<file path="config.mk">
export PLATFORM = sky130hd
export DESIGN_NAME = card_slot_seq
export DESIGN_NICKNAME = d
export VERILOG_FILES = /design/src/rtl/card_slot_pkg.sv /design/src/rtl/card_slot_halfstep.sv /design/src/rtl/card_slot_wake.sv /design/src/rtl/card_slot_fsm.sv /design/src/rtl/card_slot_seq.sv
export SDC_FILE = /design/constraint.sdc
export NUM_CORES = 1
export LEC_CHECK = 0
export ABC_AREA = 0
export BUFFER_PORTS_ARGS = -buffer_cell sky130_fd_sc_hd__clkbuf_2
export CAP_MARGIN = 30
export CORE_AREA = 2 2 75 77
export CTS_CLUSTER_SIZE = 40
export DETAILED_ROUTE_END_ITERATION = 8
export DIE_AREA = 0 0 77 79
export PLACE_DENSITY = 0.58
export SLEW_MARGIN = 20
export SYNTH_ARGS = -nofsm -noshare
export SYNTH_HDL_FRONTEND = slang
export SYNTH_HIERARCHICAL = 1
export SYNTH_SLANG_ARGS = --single-unit
</file>
<file path="constraint.sdc">
create_clock -name clk -period 3.2 [get_ports clk]
set_clock_uncertainty 0.15 [all_clocks]
set_input_delay 0.32 -clock clk [delete_from_list [all_inputs] [get_ports clk]]
set_output_delay 0.32 -clock clk [all_outputs]
set_load 0.02 [all_outputs]
</file>
<file path="src/rtl/card_slot_pkg.sv">
package card_slot_pkg;

  typedef enum logic [2:0] {
    ST_OFF,
    ST_IDLE,
    ST_ACT,
    ST_ACTIVE,
    ST_DEACT,
    ST_SLEEP,
    ST_WAKE
  } slot_state_t;

  // step counter counts half-T units
  localparam int STEP_W = 4;

  // power-up step points (half-T after start)
  localparam logic [STEP_W-1:0] UP_VCC  = STEP_W'(3);
  localparam logic [STEP_W-1:0] UP_IO   = STEP_W'(8);
  localparam logic [STEP_W-1:0] UP_LAST = STEP_W'(13);
  localparam logic [STEP_W-1:0] UP_ON   = STEP_W'(14);

  // power-down: counter loads DN_TOP and counts down to zero
  localparam logic [STEP_W-1:0] DN_TOP  = STEP_W'(10);
  localparam logic [STEP_W-1:0] DN_CLK  = STEP_W'(9);
  localparam logic [STEP_W-1:0] DN_IO   = STEP_W'(8);
  localparam logic [STEP_W-1:0] DN_VCC  = STEP_W'(7);

endpackage

</file>
<file path="src/rtl/card_slot_halfstep.sv">
module card_slot_halfstep #(
  parameter int HALF_T = 32
) (
  input  logic clk,
  input  logic rst,
  input  logic clear,
  output logic tick
);
  localparam int PRE_W = $clog2(HALF_T) + 1;
  localparam logic [PRE_W-1:0] LAST = PRE_W'(HALF_T - 1);

  logic [PRE_W-1:0] cnt;

  assign tick = (cnt == LAST);

  always_ff @(posedge clk) begin
    if (rst || clear) cnt <= '0;
    else if (cnt == LAST) cnt <= '0;
    else cnt <= cnt + 1'b1;
  end

  // prescaler never leaves its half-step range
  p_pre_bound_r7: assert property (@(posedge clk) disable iff (rst)
    cnt <= LAST);

endmodule

</file>
<file path="src/rtl/card_slot_wake.sv">
module card_slot_wake #(
  parameter int WAKE_CYCLES = 192
) (
  input  logic clk,
  input  logic rst,
  input  logic run,
  output logic done
);
  localparam int WK_W = $clog2(WAKE_CYCLES) + 1;
  localparam logic [WK_W-1:0] LAST = WK_W'(WAKE_CYCLES - 1);

  logic [WK_W-1:0] cnt;

  assign done = run && (cnt == LAST);

  always_ff @(posedge clk) begin
    if (rst || !run) cnt <= '0;
    else if (cnt != LAST) cnt <= cnt + 1'b1;
  end

  // wait counter stays parked at zero outside the wake wait
  p_wake_idle_r11: assert property (@(posedge clk) disable iff (rst)
    !$past(run) |-> (cnt == '0));

endmodule

</file>
<file path="src/rtl/card_slot_fsm.sv">
module card_slot_fsm
  import card_slot_pkg::*;
#(
  parameter int NFAULT = 3
) (
  input  logic              clk,
  input  logic              rst,
  input  logic              pwr_cmd_n,
  input  logic              mode_run,
  input  logic              rst_req,
  input  logic              card_present,
  input  logic [NFAULT-1:0] fault_flags,
  input  logic              tick,
  input  logic              wake_done,
  output logic              seq_clr,
  output logic              wake_run,
  output logic              boost_en,
  output logic              vcc_en,
  output logic              io_release,
  output logic              clk_en,
  output logic              card_rst,
  output logic              irq_n,
  output logic              sleep_o
);

  slot_state_t       st, st_n;
  logic [STEP_W-1:0] step, step_n;
  logic boost_r, vcc_r, io_r, clk_r, rst_r, irq_r, sleep_r;
  logic fault_now, in_sess, quit;

  assign fault_now = (|fault_flags) | ~card_present;
  assign in_sess   = (st == ST_ACT) || (st == ST_ACTIVE);
  assign quit      = pwr_cmd_n | ~mode_run | fault_now;
  assign wake_run  = (st == ST_WAKE);

  always_comb begin
    st_n    = st;
    step_n  = step;
    seq_clr = 1'b0;
    case (st)
      ST_OFF: st_n = ST_IDLE;
      ST_IDLE: begin
        if (!mode_run) st_n = ST_SLEEP;
        else if (!pwr_cmd_n && irq_r) begin
          st_n    = ST_ACT;
          step_n  = '0;
          seq_clr = 1'b1;
        end
      end
      ST_ACT, ST_ACTIVE: begin
        if (quit) begin
          st_n    = ST_DEACT;
          step_n  = DN_TOP;
          seq_clr = 1'b1;
        end else if (st == ST_ACT && tick) begin
          if (step == UP_LAST) begin
            st_n   = ST_ACTIVE;
            step_n = UP_ON;
          end else begin
            step_n = step + 1'b1;
          end
        end
      end
      ST_DEACT: begin
        if (tick) begin
          if (step == STEP_W'(1)) begin
            step_n = '0;
            st_n   = mode_run ? ST_IDLE : ST_SLEEP;
          end else begin
            step_n = step - 1'b1;
          end
        end
      end
      ST_SLEEP: if (mode_run) st_n = ST_WAKE;
      ST_WAKE: begin
        if (!mode_run) st_n = ST_SLEEP;
        else if (wake_done) st_n = ST_IDLE;
      end
      default: st_n = ST_IDLE;
    endcase
  end

  always_ff @(posedge clk) begin
    if (rst) begin
      st      <= ST_OFF;
      step    <= '0;
      boost_r <= 1'b0;
      vcc_r   <= 1'b0;
      io_r    <= 1'b0;
      clk_r   <= 1'b0;
      rst_r   <= 1'b0;
      irq_r   <= 1'b1;
      sleep_r <= 1'b0;
    end else begin
      st      <= st_n;
      step    <= step_n;
      boost_r <= (st_n == ST_ACT) || (st_n == ST_ACTIVE) || (st_n == ST_DEACT);
      vcc_r   <= (st_n == ST_ACT && step_n >= UP_VCC) || (st_n == ST_ACTIVE)
              || (st_n == ST_DEACT && vcc_r && step_n > DN_VCC);
      io_r    <= (st_n == ST_ACT && step_n >= UP_IO) || (st_n == ST_ACTIVE)
              || (st_n == ST_DEACT && io_r && step_n > DN_IO);
      clk_r   <= (st_n == ST_ACT && (clk_r || (step_n >= UP_IO && rst_req)))
              || (st_n == ST_ACTIVE)
              || (st_n == ST_DEACT && clk_r && step_n > DN_CLK);
      rst_r   <= (st_n == ST_ACTIVE) && !rst_req;
      sleep_r <= (st_n == ST_SLEEP) || (st_n == ST_WAKE);
      if (in_sess && fault_now) irq_r <= 1'b0;
      else if (st == ST_IDLE && pwr_cmd_n && card_present) irq_r <= 1'b1;
    end
  end

  assign boost_en   = boost_r;
  assign vcc_en     = vcc_r;
  assign io_release = io_r;
  assign clk_en     = clk_r;
  assign card_rst   = rst_r;
  assign irq_n      = irq_r;
  assign sleep_o    = sleep_r;

  // card supply never on without the step-up converter
  p_vcc_needs_boost_r3: assert property (@(posedge clk) disable iff (rst)
    vcc_r |-> boost_r);
  // data lines only released with card supply present
  p_io_needs_vcc_r4: assert property (@(posedge clk) disable iff (rst)
    io_r |-> vcc_r);
  // card reset released only with clock and data lines up
  p_rst_needs_clk_r6: assert property (@(posedge clk) disable iff (rst)
    rst_r |-> (clk_r && io_r));
  // nothing switches on while powering down
  p_deact_monotonic_r7: assert property (@(posedge clk) disable iff (rst)
    (st == ST_DEACT) |-> (!$rose(vcc_r) && !$rose(io_r) && !$rose(clk_r) && !$rose(boost_r)));
  // interrupt only asserted out of a session
  p_irq_from_session_r8: assert property (@(posedge clk) disable iff (rst)
    $fell(irq_r) |-> $past(in_sess));
  // no activation out of low power
  p_no_act_asleep_r10: assert property (@(posedge clk) disable iff (rst)
    (st == ST_SLEEP) |=> (st != ST_ACT));
  // low-power indicator only drops at the end of the wake wait
  p_wake_exit_r11: assert property (@(posedge clk) disable iff (rst)
    $fell(sleep_r) |-> $past(st == ST_WAKE));

endmodule

</file>
<file path="src/rtl/card_slot_seq.sv">
module card_slot_seq #(
  parameter int NFAULT      = 3,
  parameter int HALF_T      = 32,
  parameter int WAKE_CYCLES = 192
) (
  input  logic              clk,
  input  logic              rst,
  input  logic              pwr_cmd_n,
  input  logic              mode_run,
  input  logic              rst_req,
  input  logic              card_present,
  input  logic [NFAULT-1:0] fault_flags,
  output logic              boost_en,
  output logic              vcc_en,
  output logic              io_release,
  output logic              clk_en,
  output logic              card_rst,
  output logic              irq_n,
  output logic              sleep_o
);

  logic tick, seq_clr, wake_run, wake_done;

  card_slot_halfstep #(.HALF_T(HALF_T)) u_half (
    .clk   (clk),
    .rst   (rst),
    .clear (seq_clr),
    .tick  (tick)
  );

  card_slot_wake #(.WAKE_CYCLES(WAKE_CYCLES)) u_wake (
    .clk  (clk),
    .rst  (rst),
    .run  (wake_run),
    .done (wake_done)
  );

  card_slot_fsm #(.NFAULT(NFAULT)) u_fsm (
    .clk          (clk),
    .rst          (rst),
    .pwr_cmd_n    (pwr_cmd_n),
    .mode_run     (mode_run),
    .rst_req      (rst_req),
    .card_present (card_present),
    .fault_flags  (fault_flags),
    .tick         (tick),
    .wake_done    (wake_done),
    .seq_clr      (seq_clr),
    .wake_run     (wake_run),
    .boost_en     (boost_en),
    .vcc_en       (vcc_en),
    .io_release   (io_release),
    .clk_en       (clk_en),
    .card_rst     (card_rst),
    .irq_n        (irq_n),
    .sleep_o      (sleep_o)
  );

endmodule

</file>
==> results.json <==
{
  "run_status": "complete, no violations",
  "synth_top_area_cell": "dfxtp_1",
  "grt-ovfl-total": 0,
  "wl_per_cell_um": 13.3,
  "coreArea_mm2": 0.00534,
  "ioPinCount": 16,
  "setup_tns_ps": 0,
  "clock_sink_count": 29,
  "setup_violations": 0,
  "insertion_delay_ps": 280,
  "min_from": "rst_req",
  "first_pass_iters": 4,
  "antenna_found_initial": 0,
  "fin_crit_sh_pct": 80.8,
  "cts_buffers": 5,
  "ant_nets": 0,
  "async_flop_share_pct": 0,
  "whs_ps": 50.0,
  "peakVddDrop_v": 0.000217,
  "min_path_type": "in2reg",
  "cts_resized": 0,
  "drc": 0,
  "rsz0062_at_grt": "no",
  "fin_nets": 246,
  "drt-initial-drc-count": 128,
  "pre_cts_slack_ps": 638,
  "final_area_mm2": 0.00203,
  "cts_tree": "done",
  "synth_common_cells": "29 x dfxtp_1, 21 x nor2_1, 19 x a21oi_1, 13 x o21ai_0, 11 x nand2_1",
  "max_clock_freq_mhz": 387,
  "place_inst": 297,
  "ys.warnings.count": 6,
  "netlist_instances": 216,
  "maxCapViolCount": 0,
  "vias": 1641,
  "synth_seq_area_share_pct": 32.4,
  "worst-r2r-setup-slack_ps": 610,
  "gr-usage-met3_pct": 3.41,
  "r2r_start": "u_half/cnt[0]",
  "worst_slack_ps": 613,
  "viasPerCell": 5.38,
  "grt_start_max_net_pins": 23,
  "num_antenna_cells": 0,
  "gp_congestion": 0.857,
  "cp-end-kind": "register",
  "row_count": 27,
  "met2_usage_pct": 23.7,
  "clock-root-buffer": "clkbuf_8",
  "grt_pass1_wl_um": 7000,
  "yosysMostFrequentCell": "dfxtp_1",
  "synth_cell_type_count": 61,
  "slew_viol_final": 0,
  "busiest_layer": "met2",
  "crit_path_start_kind": "register",
  "power.density_mw_per_mm2": 463,
  "grt.total_usage_pct": 14.3,
  "synthTopCellsByArea": "dfxtp_1 32%, a21oi_1 5.3%, nor2_1 4.4%, o21ai_0 3.6%, ha_1 3.5%",
  "path_clk_slew_ps": 60,
  "wirelength_um": 4040,
  "max-clock-path-buffers": 2,
  "dpl_cell_area_mm2": 0.00191,
  "cts-htree-levels": 2,
  "cts_hold_buf": 0,
  "synth_flop_cell": "dfxtp_1",
  "worstPathMaxFanout": 11,
  "synth.top_cell.area_share_pct": 32.4,
  "dieArea_mm2": 0.00608,
  "synth_nets": 230,
  "area_growth_pct": 13.2,
  "grt_util_met1_pct": 18.5,
  "tightest_slew_ps": 592,
  "fin_cells": 305,
  "ys_seq_elements": 29,
  "drive_gt1_share_pct": 17.6,
  "grt_pass1_vias": 1474,
  "post_cts_buffers": 0,
  "max_slew_margin_pct": 60.5,
  "synth_edf_count": 0,
  "hold_violations": 0,
  "start_util_pct": 33.6,
  "cp_data_required_time_ps": 3240,
  "io_buffer_count": 15,
  "die_w_um": 77,
  "dp_hpwl_um": 2920,
  "avgSynthCellArea_um2": 8.30,
  "p_leak_uw": 0.000711,
  "netlist_area_mm2": 0.00179,
  "cp_data_arrival_time_ps": 2630,
  "fin_crit_ps": 2590,
  "setup.worst_path.start": "u_half/cnt[0]",
  "worstSetupPathType": "reg2reg",
  "die_h_um": 79
}
[worst paths after layout]
kind / to / depth (start not counted)
setup reg to reg: u_fsm/io_release / 10
hold reg to reg: u_half/cnt[0] / 1
setup / recovery: u_fsm/io_release / 10
hold / removal: u_fsm/card_rst / 2
[sequential cells by signal (all words and copies together) (netlist names), 3 cells and up]
| register | count |
|---|---|
| u_wake/cnt | 9 |
| u_fsm/step | 4 |
| u_fsm/st | 3 |
| u_half/cnt | 6 |
[layout make-up]
class / count / area, µm²
Clock buffer: 7 / 86.3
Clock inverter: 1 / 30.0
Fill cell: 591 / 3310
Inverter: 9 / 33.8
Multi-Input combinational cell: 171 / 1130
Sequential cell: 29 / 581
Tap cell: 72 / 90.1
Timing Repair Buffer: 16 / 82.6
[layer usage]
layer  wire length [µm]  vias up
li1                   -      844
met1               1980      765
met2               1880       26
met3                123        6
met4                 58        0
met5                  0        -
[per-stage QoR]
step,utilization (%),total power [µW]
2_1_floorplan,-,515
3_3_place_gp,35.8,547
3_5_place_dp,35.8,547
4_1_cts,38.0,952
5_1_grt,38.0,990
6_report,38.0,939
[placed cells by master (no fill, tap or decap), drive strengths merged, types with 3 or more instances in the layout]
cell type / Yosys / layout
a21oi: 20 / 20
a31oi: 7 / 7
and3: 3 / 3
clkbuf: 4 / 22
dfxtp: 29 / 29
ha: 5 / 5
inv: 9 / 9
mux2i: 3 / 3
nand2: 12 / 12
nand2b: 7 / 7
nand3: 11 / 11
nand4: 3 / 3
nor2: 21 / 21
nor2b: 8 / 8
nor3: 7 / 7
nor3b: 5 / 5
nor4: 3 / 3
o21ai: 16 / 16
o31ai: 5 / 5
[power breakdown]
part	switching (µW)	internal (µW)	total, µW
clock network	147	254	401
logic	75.3	54.5	130
registers	30.1	378	408
total	253	686	939
[worst max-delay path, cell delays in order, from the launching register on]
cell and delay, ps:
dfxtp_1 360, ha_1 190, nand3_1 150, nor2_1 140, buf_4 170, nor2b_1 330, a21oi_1 120, a311oi_1 400
a211o_1 210, nor2_1 80, o32ai_1 200
[logic make-up (layout without fill, tap and decap cells)]
logic type	count (synthesis)	in the layout	synth area share, %
AOI/OAI and AO/OA	64	64	23.8
xor gates and xnor gates	3	3	1.47
adders and majority gates	5	5	3.49
buffers and inverters	16	33	4.81
DFF	29	29	32.4
muxes	3	3	1.67
and+or+nand+nor	96	96	32.4
Power figures use the tool's default switching activity.
